<file path="config.mk">
export PLATFORM = sky130hd
export DESIGN_NAME = dbrk_data_match
export DESIGN_NICKNAME = d
export VERILOG_FILES = /design/src/rtl/dbrk_pkg.sv /design/src/rtl/dbrk_regs.sv /design/src/rtl/dbrk_lane_sel.sv /design/src/rtl/dbrk_lane_cmp.sv /design/src/rtl/dbrk_data_match.sv
export SDC_FILE = /design/constraint.sdc
export NUM_CORES = 1
export LEC_CHECK = 0
export BUFFER_PORTS_ARGS = -buffer_cell sky130_fd_sc_hd__buf_2
export CAP_MARGIN = 15
export CELL_PAD_IN_SITES_DETAIL_PLACEMENT = 1
export CELL_PAD_IN_SITES_GLOBAL_PLACEMENT = 2
export CORE_ASPECT_RATIO = 1.5
export CORE_UTILIZATION = 25
export DETAILED_ROUTE_END_ITERATION = 12
export HOLD_SLACK_MARGIN = 0.03
export PLACE_DENSITY_LB_ADDON = 0.25
export SLEW_MARGIN = 20
export SYNTH_ARGS = -nofsm -noshare
export SYNTH_HDL_FRONTEND = slang
export SYNTH_SLANG_ARGS = --single-unit
</file>
<file path="constraint.sdc">
create_clock -name clk -period 4.35 [get_ports clk]
set_input_delay 0.87 -clock clk [delete_from_list [all_inputs] [get_ports clk]]
set_output_delay 0.87 -clock clk [all_outputs]
set_load 0.1 [all_outputs]
</file>
<file path="src/rtl/dbrk_pkg.sv">
package dbrk_pkg;
   typedef enum logic [1:0] {
      ACC_LONG = 2'b00,
      ACC_BYTE = 2'b01,
      ACC_WORD = 2'b10,
      ACC_RSVD = 2'b11
   } acc_size_e;
endpackage

</file>
<file path="src/rtl/dbrk_regs.sv">
module dbrk_regs #(
   parameter int DATA_W  = 32,
   parameter int IDX_W   = 5,
   parameter int VAL_IDX = 14,
   parameter int MSK_IDX = 15
) (
   input  logic              clk,
   input  logic              rst_n,
   input  logic              priv,
   input  logic              wr,
   input  logic [IDX_W-1:0]  idx,
   input  logic [DATA_W-1:0] wdata,
   output logic [DATA_W-1:0] rdata,
   output logic [DATA_W-1:0] val_q,
   output logic [DATA_W-1:0] mask_q
);
   localparam logic [IDX_W-1:0] VAL_SEL = IDX_W'(VAL_IDX);
   localparam logic [IDX_W-1:0] MSK_SEL = IDX_W'(MSK_IDX);

   generate
      if (VAL_IDX == MSK_IDX) begin : g_bad_idx
         $error("value and mask indices must differ");
      end
      if (VAL_IDX >= (1 << IDX_W) || MSK_IDX >= (1 << IDX_W)) begin : g_bad_range
         $error("register index does not fit IDX_W");
      end
   endgenerate

   logic wr_ok;
   assign wr_ok = priv & wr;

   // The pattern registers have no defined reset value.
   always_ff @(posedge clk) begin
      if (wr_ok && idx == VAL_SEL) val_q  <= wdata;
      if (wr_ok && idx == MSK_SEL) mask_q <= wdata;
   end

   always_comb begin
      rdata = '0;
      if (priv) begin
         if (idx == VAL_SEL)      rdata = val_q;
         else if (idx == MSK_SEL) rdata = mask_q;
      end
   end

   AST_WRITE_LANDS: assert property (@(posedge clk) disable iff (!rst_n)
      (priv && wr && idx == VAL_SEL) |=> (val_q == $past(wdata)));
   AST_NOPRIV_HOLDS: assert property (@(posedge clk) disable iff (!rst_n)
      (!priv) |=> ($stable(val_q) && $stable(mask_q)));
endmodule

</file>
<file path="src/rtl/dbrk_lane_sel.sv">
module dbrk_lane_sel
   import dbrk_pkg::*;
#(
   parameter int LANES = 4,
   localparam int AW   = $clog2(LANES)
) (
   input  logic             clk,
   input  logic             rst_n,
   input  logic [AW-1:0]    addr_lo,
   input  logic [1:0]       size,
   output logic [LANES-1:0] lane_en
);
   generate
      if (LANES < 4 || (LANES & (LANES - 1)) != 0) begin : g_bad_lanes
         $error("LANES must be a power of two, at least 4");
      end
   endgenerate

   // Lane i carries bits [8i+7:8i]. The lowest address maps to the most significant lane.
   for (genvar i = 0; i < LANES; i++) begin : g_lane
      logic byte_hit;
      logic word_hit;
      assign byte_hit = (addr_lo == AW'(LANES - 1 - i));
      assign word_hit = (addr_lo[AW-1:1] == (AW-1)'((LANES - 1 - i) >> 1));
      always_comb begin
         unique case (acc_size_e'(size))
            ACC_BYTE: lane_en[i] = byte_hit;
            ACC_WORD: lane_en[i] = word_hit;
            default:  lane_en[i] = 1'b1;
         endcase
      end
   end

   AST_LANE_COUNT: assert property (@(posedge clk) disable iff (!rst_n)
      $countones(lane_en) == ((size == 2'b01) ? 1 : (size == 2'b10) ? 2 : LANES));
endmodule

</file>
<file path="src/rtl/dbrk_lane_cmp.sv">
module dbrk_lane_cmp #(
   parameter int LANES  = 4,
   localparam int DATA_W = LANES * 8
) (
   input  logic [DATA_W-1:0] bus_data,
   input  logic [DATA_W-1:0] val,
   input  logic [DATA_W-1:0] mask,
   input  logic [LANES-1:0]  lane_en,
   output logic              hit
);
   logic [LANES-1:0] lane_ok;

   for (genvar i = 0; i < LANES; i++) begin : g_cmp
      logic [7:0] diff;
      assign diff       = (bus_data[8*i +: 8] ^ val[8*i +: 8]) & ~mask[8*i +: 8];
      assign lane_ok[i] = ~lane_en[i] | ~(|diff);
   end

   assign hit = &lane_ok;
endmodule

</file>
<file path="src/rtl/dbrk_data_match.sv">
module dbrk_data_match #(
   parameter int DATA_W  = 32,
   parameter int IDX_W   = 5,
   parameter int VAL_IDX = 14,
   parameter int MSK_IDX = 15,
   localparam int LANES  = DATA_W / 8,
   localparam int AW     = $clog2(LANES)
) (
   input  logic              clk,
   input  logic              rst_n,
   input  logic              priv,
   input  logic              reg_wr,
   input  logic [IDX_W-1:0]  reg_idx,
   input  logic [DATA_W-1:0] reg_wdata,
   output logic [DATA_W-1:0] reg_rdata,
   input  logic              bus_valid,
   input  logic [AW-1:0]     bus_addr_lo,
   input  logic [1:0]        bus_size,
   input  logic [DATA_W-1:0] bus_data,
   output logic              trig
);
   generate
      if (DATA_W % 8 != 0) begin : g_bad_width
         $error("DATA_W must be a whole number of bytes");
      end
   endgenerate

   logic [DATA_W-1:0] val_q;
   logic [DATA_W-1:0] mask_q;
   logic [LANES-1:0]  lane_en;
   logic              hit;
   logic              trig_q;

   dbrk_regs #(
      .DATA_W (DATA_W),
      .IDX_W  (IDX_W),
      .VAL_IDX(VAL_IDX),
      .MSK_IDX(MSK_IDX)
   ) u_regs (
      .clk   (clk),
      .rst_n (rst_n),
      .priv  (priv),
      .wr    (reg_wr),
      .idx   (reg_idx),
      .wdata (reg_wdata),
      .rdata (reg_rdata),
      .val_q (val_q),
      .mask_q(mask_q)
   );

   dbrk_lane_sel #(.LANES(LANES)) u_sel (
      .clk    (clk),
      .rst_n  (rst_n),
      .addr_lo(bus_addr_lo),
      .size   (bus_size),
      .lane_en(lane_en)
   );

   dbrk_lane_cmp #(.LANES(LANES)) u_cmp (
      .bus_data(bus_data),
      .val     (val_q),
      .mask    (mask_q),
      .lane_en (lane_en),
      .hit     (hit)
   );

   always_ff @(posedge clk or negedge rst_n) begin
      if (!rst_n) trig_q <= 1'b0;
      else        trig_q <= bus_valid & hit;
   end

   assign trig = trig_q;

   AST_TRIG_NEEDS_VALID: assert property (@(posedge clk) disable iff (!rst_n)
      trig |-> $past(bus_valid));
   AST_FULL_MASK_FIRES: assert property (@(posedge clk) disable iff (!rst_n)
      (bus_valid && (&mask_q)) |=> trig);
   AST_NOPRIV_READ_ZERO: assert property (@(posedge clk) disable iff (!rst_n)
      (!priv) |-> (reg_rdata == '0));
endmodule

</file>
==> results.py <==
metrics = {
    "timing": {
        "tightest_slew_ns": 1.007,
        "slew_headroom_pct": 32.73,
        "fin_crit_sh_pct": 69.26,
        "finalHoldViolCount": 0,
        "rsz0062_at_grt": "false",
        "fin_crit_ns": 3.013,
        "layout_setup_ws_ns": 1.337,
        "setup_viol": 0,
        "fin_skew_ns": 0.005164,
        "max_freq_mhz": 331.9,
        "drv_slew": 0,
        "fin_tns_setup_ns": 0,
    },
    "critical_path": {
        "cp-start-kind": "input pin",
        "worst-path-buf-inv": 2,
        "critPathCaptureType": "primary output",
        "crit_family": "buffers and inverters",
        "slowest_delay_ns": 0.48,
        "crit_chain": "buf_4 > mux2i_1 > nor2_1 > buf_2",
        "cp.arrival_ns": 2.14,
        "critPathMaxFanout": 34,
        "cp_slowest_cell": "buf_4",
        "crit_type": "input pin to primary output",
        "required_ns": 3.48,
    },
    "global_routing": {
        "grt_pass1_vias": 2289,
        "grt_util_all_layers_pct": 12.47,
        "grt_max_degree": 35,
        "grt.overflow.total": 0,
        "antenna_found_initial": 0,
        "grt_pass1_wl_mm": 11.18,
    },
    "clock_tree": {
        "cts_tree": "built",
        "cts_made_buffers": 9,
        "cts_hold_buf": 0,
        "clockBufferDepth": 2,
        "clk_root_buffer_cell": "clkbuf_16",
        "cts_num_sinks": 65,
        "post-cts-setup-buffer-count": 0,
        "htreeDepth": 3,
        "cts_resized": 0,
        "path_clk_slew_ns": 0.05,
        "clk_latency_ns": 0.33,
    },
    "detailed_routing": {
        "dr.pass1.iters": 4,
        "wire_per_inst_um": 15.12,
        "drc_errors": 0,
        "routed_wl_mm": 7.257,
        "ant_nets": 0,
        "vias": 2046,
        "vias_per_cell": 4.263,
        "drtIter0Drc": 39,
    },
    "cells_and_area": {
        "n_fill_cell": 1310,
        "final_nets": 405,
        "area_growth_pct": 33.33,
        "stdcell_area_sq_um": 3944,
        "instances_no_fill": 480,
        "multi_input_area_sq_um": 970.9,
        "antenna_cells": 0,
        "regArea_sq_um": 1947,
        "drive_gt1_share_pct": 38.48,
    },
    "die": {
        "die_y_um": 135.2,
        "fp.coreArea_sq_um": 11530,
        "rows": 48,
        "initial_core_util_pct": 25.65,
        "die_w_um": 90.81,
        "io_pins": 111,
        "die_area_sq_um": 12280,
    },
    "pwr": {
        "p_per_area_nw_per_um2": 366.2,
        "p_leak_nw": 1.626,
        "ir_worst_vdd_uv": 186.3,
    },
    "yosys": {
        "synth_xor_xnor_area_share_pct": 9.475,
        "yosys_warnings": 0,
        "yosysSeqAreaShare_pct": 65.82,
        "synth_compound_area_share_pct": 4.780,
        "ys_ff_latch": 65,
        "yosysUniqueCellTypes": 21,
        "synthMuxAreaShare_pct": 10.83,
        "synthCells": 210,
        "syn_avg_cell_area_sq_um": 14.08,
        "synthAdderAreaFrac_pct": 0.8460,
        "netlist_area_sq_um": 2958,
        "synth_nets": 290,
        "yosys.area_share.simple_pct": 6.599,
        "synth_top_family_by_area": "multiplexers",
    },
    "placement": {
        "place_inst": 464,
        "hpwl_mm": 5.309,
        "dpl_worst_slack_ns": 0.9247,
        "place_area_sq_um": 3682,
        "gp_congestion": 0.6985,
        "portBuffers": 110,
    },
    "flow_run": {
        "drv_cap": 0,
    },
    "outcome": {
        "status": "completed",
    },
    "worst_hold_path": {
        "hold_path_class": "input pin to asynchronous set/reset pin",
    },
}
==> through the flow <==
stage / hold WS, ns / utilization (%) / power, mW
after floorplan: 0.5744 / - / 0.7792
after global placement: 0.6492 / 31.93 / 0.8337
after detailed placement: 0.6463 / 31.93 / 0.8352
after CTS: 0.2883 / 34.18 / 1.467
after global routing: 0.2833 / 34.20 / 1.504
final: 0.3045 / 34.20 / 1.444
==> synthesized netlist by cell type <==
cell / count / share of area [%]
and4bb_2: 1 / 0.42
nor4_1: 3 / 0.63
a21oi_1: 3 / 0.51
o22ai_1: 17 / 3.6
nor2b_1: 1 / 0.21
buf_2: 3 / 0.51
or4_1: 1 / 0.25
o21ai_0: 1 / 0.17
dfrtp_1: 1 / 0.85
nor2_1: 34 / 4.3
nand4_1: 1 / 0.21
inv_1: 5 / 0.63
nand2_1: 1 / 0.13
xnor2_1: 32 / 9.5
clkbuf_1: 4 / 0.51
and2_1: 1 / 0.21
and3_1: 1 / 0.21
edfxtp_1: 64 / 65
ha_1: 2 / 0.85
mux2i_1: 32 / 11
a21o_1: 2 / 0.51
==> where the power goes <==
| part | total [mW] | switching [mW] | internal [mW] |
|---|---|---|---|
| clock network | 0.624 | 0.242 | 0.382 |
| registers | 0.696 | 0.00224 | 0.693 |
| logic | 0.124 | 0.0682 | 0.0559 |
==> state kept, by name, indices dropped and copies added (netlist names) <==
register / count
u_regs.mask_q: 32
trig: 1
u_regs.val_q: 32
==> cell usage in the layout, fill, tap and decap left out <==
master	count
buf_2	109
edfxtp_1	64
nor2_1	33
mux2i_1	32
xnor2_1	32
o22ai_1	17
clkbuf_16	9
inv_1	5
nor4_1	3
a21oi_1	3
clkbuf_1	3
clkinv_2	3
a21o_1	2
ha_1	2
buf_4	2
nor2b_1	1
nand4_1	1
and2_1	1
or4_1	1
o21ai_0	1
and4bb_2	1
nand2_1	1
nor2_4	1
and3_2	1
clkinvlp_4	1
dfrtp_1	1
==> cell families after synthesis <==
group           Yosys count
flops                    65
simple gates             44
xor+xnor                 32
mux                      32
compound gates           23
buf+inv                  12
fa+ha+maj                 2
==> area by class of cell <==
cell class	count	share of cell area (%)
Clock buffer	12	5.996
Clock inverter	4	0.5711
Tap cell	150	4.759
Sequential cell	65	49.37
Multi-Input combinational cell	133	24.62
Inverter	5	0.4759
Timing Repair Buffer	111	14.21
==> routing by layer <==
metal	global-route usage, %	wire length, um	up-vias
met5	0	0	-
met4	7.496	177	0
met3	3.535	376	12
met2	24.37	4202	63
met1	11.15	2501	965
li1	-	-	1006
==> path summary, 6_finish.rpt <==
| check | slack (ns) | cells past startpoint | to | startpoint |
|---|---|---|---|---|
| worst max-delay path | 1.34 | 4 | reg_rdata[10] | reg_idx[0] |
| worst min register to register | 0.95 | 4 | trig | u_regs.mask_q[22] |
| worst min-delay path | 0.30 | 1 | trig | rst_n |
| min in group clk | 0.73 | 1 | u_regs.mask_q[7] | reg_wdata[7] |
| max in group asynchronous | 3.96 | 1 | trig | rst_n |
| worst max register to register | 2.66 | 5 | trig | u_regs.val_q[8] |
Power figures use the tool's default switching activity.
